==> src/rtl/hz_pkg.sv <==
// Package: shared constants for the decode bypass unit.
// Assumes stage index 0 = execute, 1 = memory, 2 = writeback.
package hz_pkg;
    localparam int unsigned HZ_NSTG    = 3;  // producer stages checked
    localparam int unsigned HZ_STG_EX  = 0;
    localparam int unsigned HZ_STG_MEM = 1;
    localparam int unsigned HZ_STG_WB  = 2;
endpackage

==> src/rtl/hz_match.sv <==
// Module: compares one source index against one producer destination.
// Assumes index 0 is the hardwired zero register and never a real producer.
module hz_match #(
    parameter int unsigned AW = 5
) (
    input  logic [AW-1:0] src_idx,
    input  logic [AW-1:0] dst_idx,
    input  logic          dst_wen,
    output logic          hit
);
    // A hit needs an enabled writer to the same non-zero register.
    always_comb begin
        hit = dst_wen && (src_idx == dst_idx) && (src_idx != '0);
    end
endmodule

==> src/rtl/hz_operand_sel.sv <==
// Module: resolves one operand from the producer stages or the register file.
// Assumes stage 0 is youngest; only the last stage carries ready load data.
module hz_operand_sel #(
    parameter int unsigned XLEN = 32,
    parameter int unsigned AW   = 5,
    parameter int unsigned NSTG = hz_pkg::HZ_NSTG
) (
    input  logic [AW-1:0]              src_idx,
    input  logic                       src_use,
    input  logic [NSTG-1:0][AW-1:0]    st_dst,
    input  logic [NSTG-1:0]            st_wen,
    input  logic [NSTG-1:0]            st_load,
    input  logic [NSTG-1:0][XLEN-1:0]  st_res,
    input  logic [XLEN-1:0]            rf_data,
    output logic [XLEN-1:0]            value,
    output logic                       hazard
);
    localparam int unsigned IW = (NSTG > 1) ? $clog2(NSTG) : 1;

    logic [NSTG-1:0] hit;
    logic [IW-1:0]   win_idx;
    logic            any_hit;

    // One comparator per producer stage.
    for (genvar g = 0; g < NSTG; g++) begin : g_cmp
        hz_match #(.AW(AW)) i_match (
            .src_idx (src_idx),
            .dst_idx (st_dst[g]),
            .dst_wen (st_wen[g]),
            .hit     (hit[g])
        );
    end

    // Pick the youngest hit by scanning oldest to youngest.
    always_comb begin
        any_hit = 1'b0;
        win_idx = '0;
        for (int i = NSTG - 1; i >= 0; i--) begin
            if (hit[i]) begin
                any_hit = 1'b1;
                win_idx = i[IW-1:0];
            end
        end
    end

    // Drive the operand value and flag a not-yet-ready load.
    always_comb begin
        if (src_idx == '0) begin
            value = '0;
        end else if (any_hit) begin
            value = st_res[win_idx];
        end else begin
            value = rf_data;
        end
        hazard = src_use && any_hit && st_load[win_idx]
                 && (win_idx != IW'(NSTG - 1));
    end

    // a_r1_zero_src: the zero register gives zero and never interlocks.
    always_comb begin
        if (src_idx == '0) begin
            a_r1_zero_src: assert (value == '0 && !hazard)
                else $error("R1: zero source not zero or stalled");
        end
    end
endmodule

==> src/rtl/hz_interlock.sv <==
// Module: merges per-operand hazards into the pipeline hold and bubble.
// Assumes the caller freezes fetch/decode and injects add x0,x0,x0 on ex_bubble.
module hz_interlock (
    input  logic haz_a,
    input  logic haz_b,
    output logic stall_fd,
    output logic ex_bubble
);
    // Either operand waiting on a load holds the front of the pipe.
    always_comb begin
        stall_fd  = haz_a || haz_b;
        ex_bubble = haz_a || haz_b;
    end
endmodule

==> src/rtl/hz_decode_bypass.sv <==
// Module: decode-stage bypass and load interlock for a five-stage pipeline.
// Assumes load data is forwardable only from writeback; combinational, no state.
module hz_decode_bypass #(
    parameter int unsigned XLEN = 32,
    parameter int unsigned AW   = 5
) (
    input  logic [AW-1:0]   dec_src_a,
    input  logic [AW-1:0]   dec_src_b,
    input  logic            dec_use_a,
    input  logic            dec_use_b,
    input  logic [AW-1:0]   ex_dst,
    input  logic            ex_wen,
    input  logic            ex_load,
    input  logic [XLEN-1:0] ex_res,
    input  logic [AW-1:0]   mem_dst,
    input  logic            mem_wen,
    input  logic            mem_load,
    input  logic [XLEN-1:0] mem_res,
    input  logic [AW-1:0]   wb_dst,
    input  logic            wb_wen,
    input  logic [XLEN-1:0] wb_res,
    input  logic [XLEN-1:0] rf_data_a,
    input  logic [XLEN-1:0] rf_data_b,
    output logic [XLEN-1:0] opnd_a,
    output logic [XLEN-1:0] opnd_b,
    output logic            stall_fd,
    output logic            ex_bubble
);
    import hz_pkg::*;

    logic [HZ_NSTG-1:0][AW-1:0]   st_dst;
    logic [HZ_NSTG-1:0]           st_wen;
    logic [HZ_NSTG-1:0]           st_load;
    logic [HZ_NSTG-1:0][XLEN-1:0] st_res;
    logic                         haz_a;
    logic                         haz_b;

    // Gather producer stages into arrays, execute at index 0.
    always_comb begin
        st_dst[HZ_STG_EX]   = ex_dst;
        st_dst[HZ_STG_MEM]  = mem_dst;
        st_dst[HZ_STG_WB]   = wb_dst;
        st_wen[HZ_STG_EX]   = ex_wen;
        st_wen[HZ_STG_MEM]  = mem_wen;
        st_wen[HZ_STG_WB]   = wb_wen;
        st_load[HZ_STG_EX]  = ex_load;
        st_load[HZ_STG_MEM] = mem_load;
        st_load[HZ_STG_WB]  = 1'b0;
        st_res[HZ_STG_EX]   = ex_res;
        st_res[HZ_STG_MEM]  = mem_res;
        st_res[HZ_STG_WB]   = wb_res;
    end

    hz_operand_sel #(.XLEN(XLEN), .AW(AW), .NSTG(HZ_NSTG)) i_sel_a (
        .src_idx (dec_src_a),
        .src_use (dec_use_a),
        .st_dst  (st_dst),
        .st_wen  (st_wen),
        .st_load (st_load),
        .st_res  (st_res),
        .rf_data (rf_data_a),
        .value   (opnd_a),
        .hazard  (haz_a)
    );

    hz_operand_sel #(.XLEN(XLEN), .AW(AW), .NSTG(HZ_NSTG)) i_sel_b (
        .src_idx (dec_src_b),
        .src_use (dec_use_b),
        .st_dst  (st_dst),
        .st_wen  (st_wen),
        .st_load (st_load),
        .st_res  (st_res),
        .rf_data (rf_data_b),
        .value   (opnd_b),
        .hazard  (haz_b)
    );

    hz_interlock i_lock (
        .haz_a     (haz_a),
        .haz_b     (haz_b),
        .stall_fd  (stall_fd),
        .ex_bubble (ex_bubble)
    );

    // Port-level checks on forwarding and interlock causes.
    always_comb begin
        if (ex_wen && !ex_load && dec_src_a == ex_dst && dec_src_a != '0) begin
            a_r2_ex_forward: assert (opnd_a == ex_res)
                else $error("R2: execute result not forwarded");
        end
        if (stall_fd) begin
            a_r9_stall_needs_use: assert ((dec_use_a && dec_src_a != '0) ||
                                          (dec_use_b && dec_src_b != '0))
                else $error("R9: stall without a used source");
            a_r11_stall_needs_load: assert ((ex_wen && ex_load) ||
                                            (mem_wen && mem_load))
                else $error("R11: stall without a pending load");
        end
    end
endmodule

==> config.mk <==
export PLATFORM = sky130hd
export DESIGN_NAME = hz_decode_bypass
export DESIGN_NICKNAME = d
export VERILOG_FILES = /design/src/rtl/hz_pkg.sv /design/src/rtl/hz_match.sv /design/src/rtl/hz_operand_sel.sv /design/src/rtl/hz_interlock.sv /design/src/rtl/hz_decode_bypass.sv
export SDC_FILE = /design/constraint.sdc
export NUM_CORES = 1
export LEC_CHECK = 0
export BUFFER_PORTS_ARGS = -buffer_cell sky130_fd_sc_hd__buf_4
export CORE_ASPECT_RATIO = 0.5
export CORE_MARGIN = 2
export CORE_UTILIZATION = 41
export DETAILED_ROUTE_END_ITERATION = 12
export PLACE_DENSITY = 0.85
export SYNTH_ARGS = -nofsm -noshare
export SYNTH_HDL_FRONTEND = slang
export SYNTH_SLANG_ARGS = --single-unit
==> constraint.sdc <==
create_clock -name vclk -period 2.2
set_input_delay 0.11 -clock vclk [all_inputs]
set_output_delay 0.11 -clock vclk [all_outputs]
set_load 0.01 [all_outputs]
==> results.json <==
{
  "worstPathRequired_ps": 2090,
  "worstSetupEndpointType": "primary output",
  "cp_slowest_cell": "or4_4",
  "synth_top_area_share": 0.151,
  "holdBufCountCts": 0,
  "synth_top_area_cell": "nand3b_1",
  "via_per_inst": 6.38,
  "period_needed_ps": 2170,
  "fin_crit_sh": 0.984,
  "port_buffers": 258,
  "antenna_found_initial": 0,
  "dieHeight_microns": 64.9,
  "place.gp.congestion": 0.949,
  "slew_violations": 0,
  "synthTopCellsByArea": "nand3b_1 (15%), mux2i_1 (10%), o41ai_1 (8.9%)",
  "die_area_sq_um": 8150,
  "wl_per_cell_microns": 20.0,
  "grt_pass1_wl_microns": 23600,
  "finalHoldViolCount": 0,
  "setup_viol": 0,
  "grt-ovfl-total": 0,
  "syn2layout_area_growth_pct": 72.4,
  "yosysUniqueCellTypes": 37,
  "crit_arrival_ps": 2060,
  "synthCells": 454,
  "grt_pass1_vias": 4436,
  "synth_nets": 646,
  "ir_worst_vdd_v": 0.000109,
  "worstSetupPathType": "input port to primary output",
  "num_io_pins": 258,
  "drive_above_1_share": 0.458,
  "post-synth-top-count-cell": "nand3b_1",
  "place_area_sq_um": 5190,
  "crit_top_cell": "buf_4",
  "ant_nets": 0,
  "seq_cell_count": 0,
  "clkbuf_count": 0,
  "avgSynthCellArea_sq_um": 6.69,
  "initial_utilization": 0.419,
  "p_total_mw": 0.990,
  "netlist_area_sq_um": 3040,
  "slew_headroom": 0.535,
  "critPathMaxFanout": 20,
  "core_sq_um": 7240,
  "dr.pass1.iters": 5,
  "wirelength_microns": 15500,
  "seq_area_frac_synth": 0,
  "synth_common_cells": "nand3b_1 (61), clkbuf_1 (49), nand2_1 (38), a211oi_1 (35), nor4_1 (33)",
  "design_area_sq_um": 5240,
  "post_cts_buffers": 0,
  "drtIter0Drc": 765,
  "fp-row-count": 22,
  "multi_input_area_sq_um": 2820,
  "fp.dieW_microns": 126,
  "grt_util_all_layers": 0.352,
  "power-per-cell-area_nw_per_um2": 189,
  "grt_max_degree": 38,
  "crit_chain": "buf_4, or4_4, o211ai_1, or2_2, buf_12, o311ai_0, a21oi_1, buf_4",
  "power.leakage_nw": 2.11,
  "dp_hpwl_microns": 11800,
  "critPathMaxStageDelay_ps": 550,
  "fmax_mhz": 462,
  "drc": 0,
  "vias": 4944,
  "nFillCells": 627,
  "status": "completed",
  "startpoint_type": "input port",
  "holdPathStages": 4,
  "hold_path_class": "input port to primary output",
  "rsz0062_at_grt": "yes",
  "ys_warn_count": 0,
  "nNetsFinal": 873,
  "tightest_slew_ps": 698,
  "regArea_sq_um": 0,
  "drv_cap": 0,
  "cts_resized": 1,
  "antennaDiodeCount": 0
}
==> layer usage <==
layer | wire length (microns) | up-vias | GRT usage
met5 | 0 | - | 0
met4 | 298 | 0 | 0.0681
met3 | 1420 | 33 | 0.0479
met2 | 7440 | 316 | 0.591
met1 | 6310 | 2319 | 0.485
li1 | - | 2276 | -
==> cell families after synthesis <==
group,Yosys count,share of synthesized area
AND/OR/NAND/NOR,159,0.321
buffers and inverters,68,0.0993
AO/OA/AOI/OAI,164,0.383
XOR/XNOR,30,0.0865
multiplexers,33,0.110
==> final cells by class <==
cell class,count,area share
multi-input combinational,386,0.538
timing repair buffer,291,0.437
inverter,2,0.00143
tap,96,0.0229
==> where the power goes <==
part / internal, mW / switching, mW
sequential: 0 / 0
clock: 0 / 0
combinational: 0.550 / 0.440
==> through the flow <==
| stage | hold WS, ps | setup WS [ps] | std cells | TNS, ps | util |
|---|---|---|---|---|---|
| floorplan | 342 | 174 | 454 | 0 | - |
| global placement | 520 | 56.8 | 775 | 0 | 0.717 |
| detailed placement | 526 | -2.18 | 775 | -2.18 | 0.717 |
| CTS | 527 | 13.8 | 775 | 0 | 0.717 |
| global route | 546 | -34.3 | 775 | -134 | 0.723 |
| finish | 527 | 34.6 | 775 | 0 | 0.723 |
==> worst paths after layout <==
check                   startpoint         end  slack [ps]
worst max-delay path  dec_src_b[4]  opnd_b[11]          30
worst min-delay path    ex_res[30]  opnd_a[30]         530
==> layout by cell type, fill, tap and decap left out, types with 3 or more instances in the layout <==
cell type,n
nand2_1,38
a21oi_1,30
nor4_1,32
o21ai_0,31
nand4_1,4
buf_12,8
o41ai_1,26
a211oi_1,34
o311ai_0,15
mux2i_1,31
o311ai_1,15
xnor2_1,21
buf_4,282
nor2_1,3
nand3b_1,61
xor2_1,9
nor3_2,3
nor3_1,3
o41ai_2,5
==> critical path: cells and delay by family <==
| family | cells | cell delay (ps) |
|---|---|---|
| compound gates | 3 | 600 |
| buf+inv | 3 | 480 |
| simple gates | 2 | 860 |
Note: power is estimated with default switching activity, not from simulation.
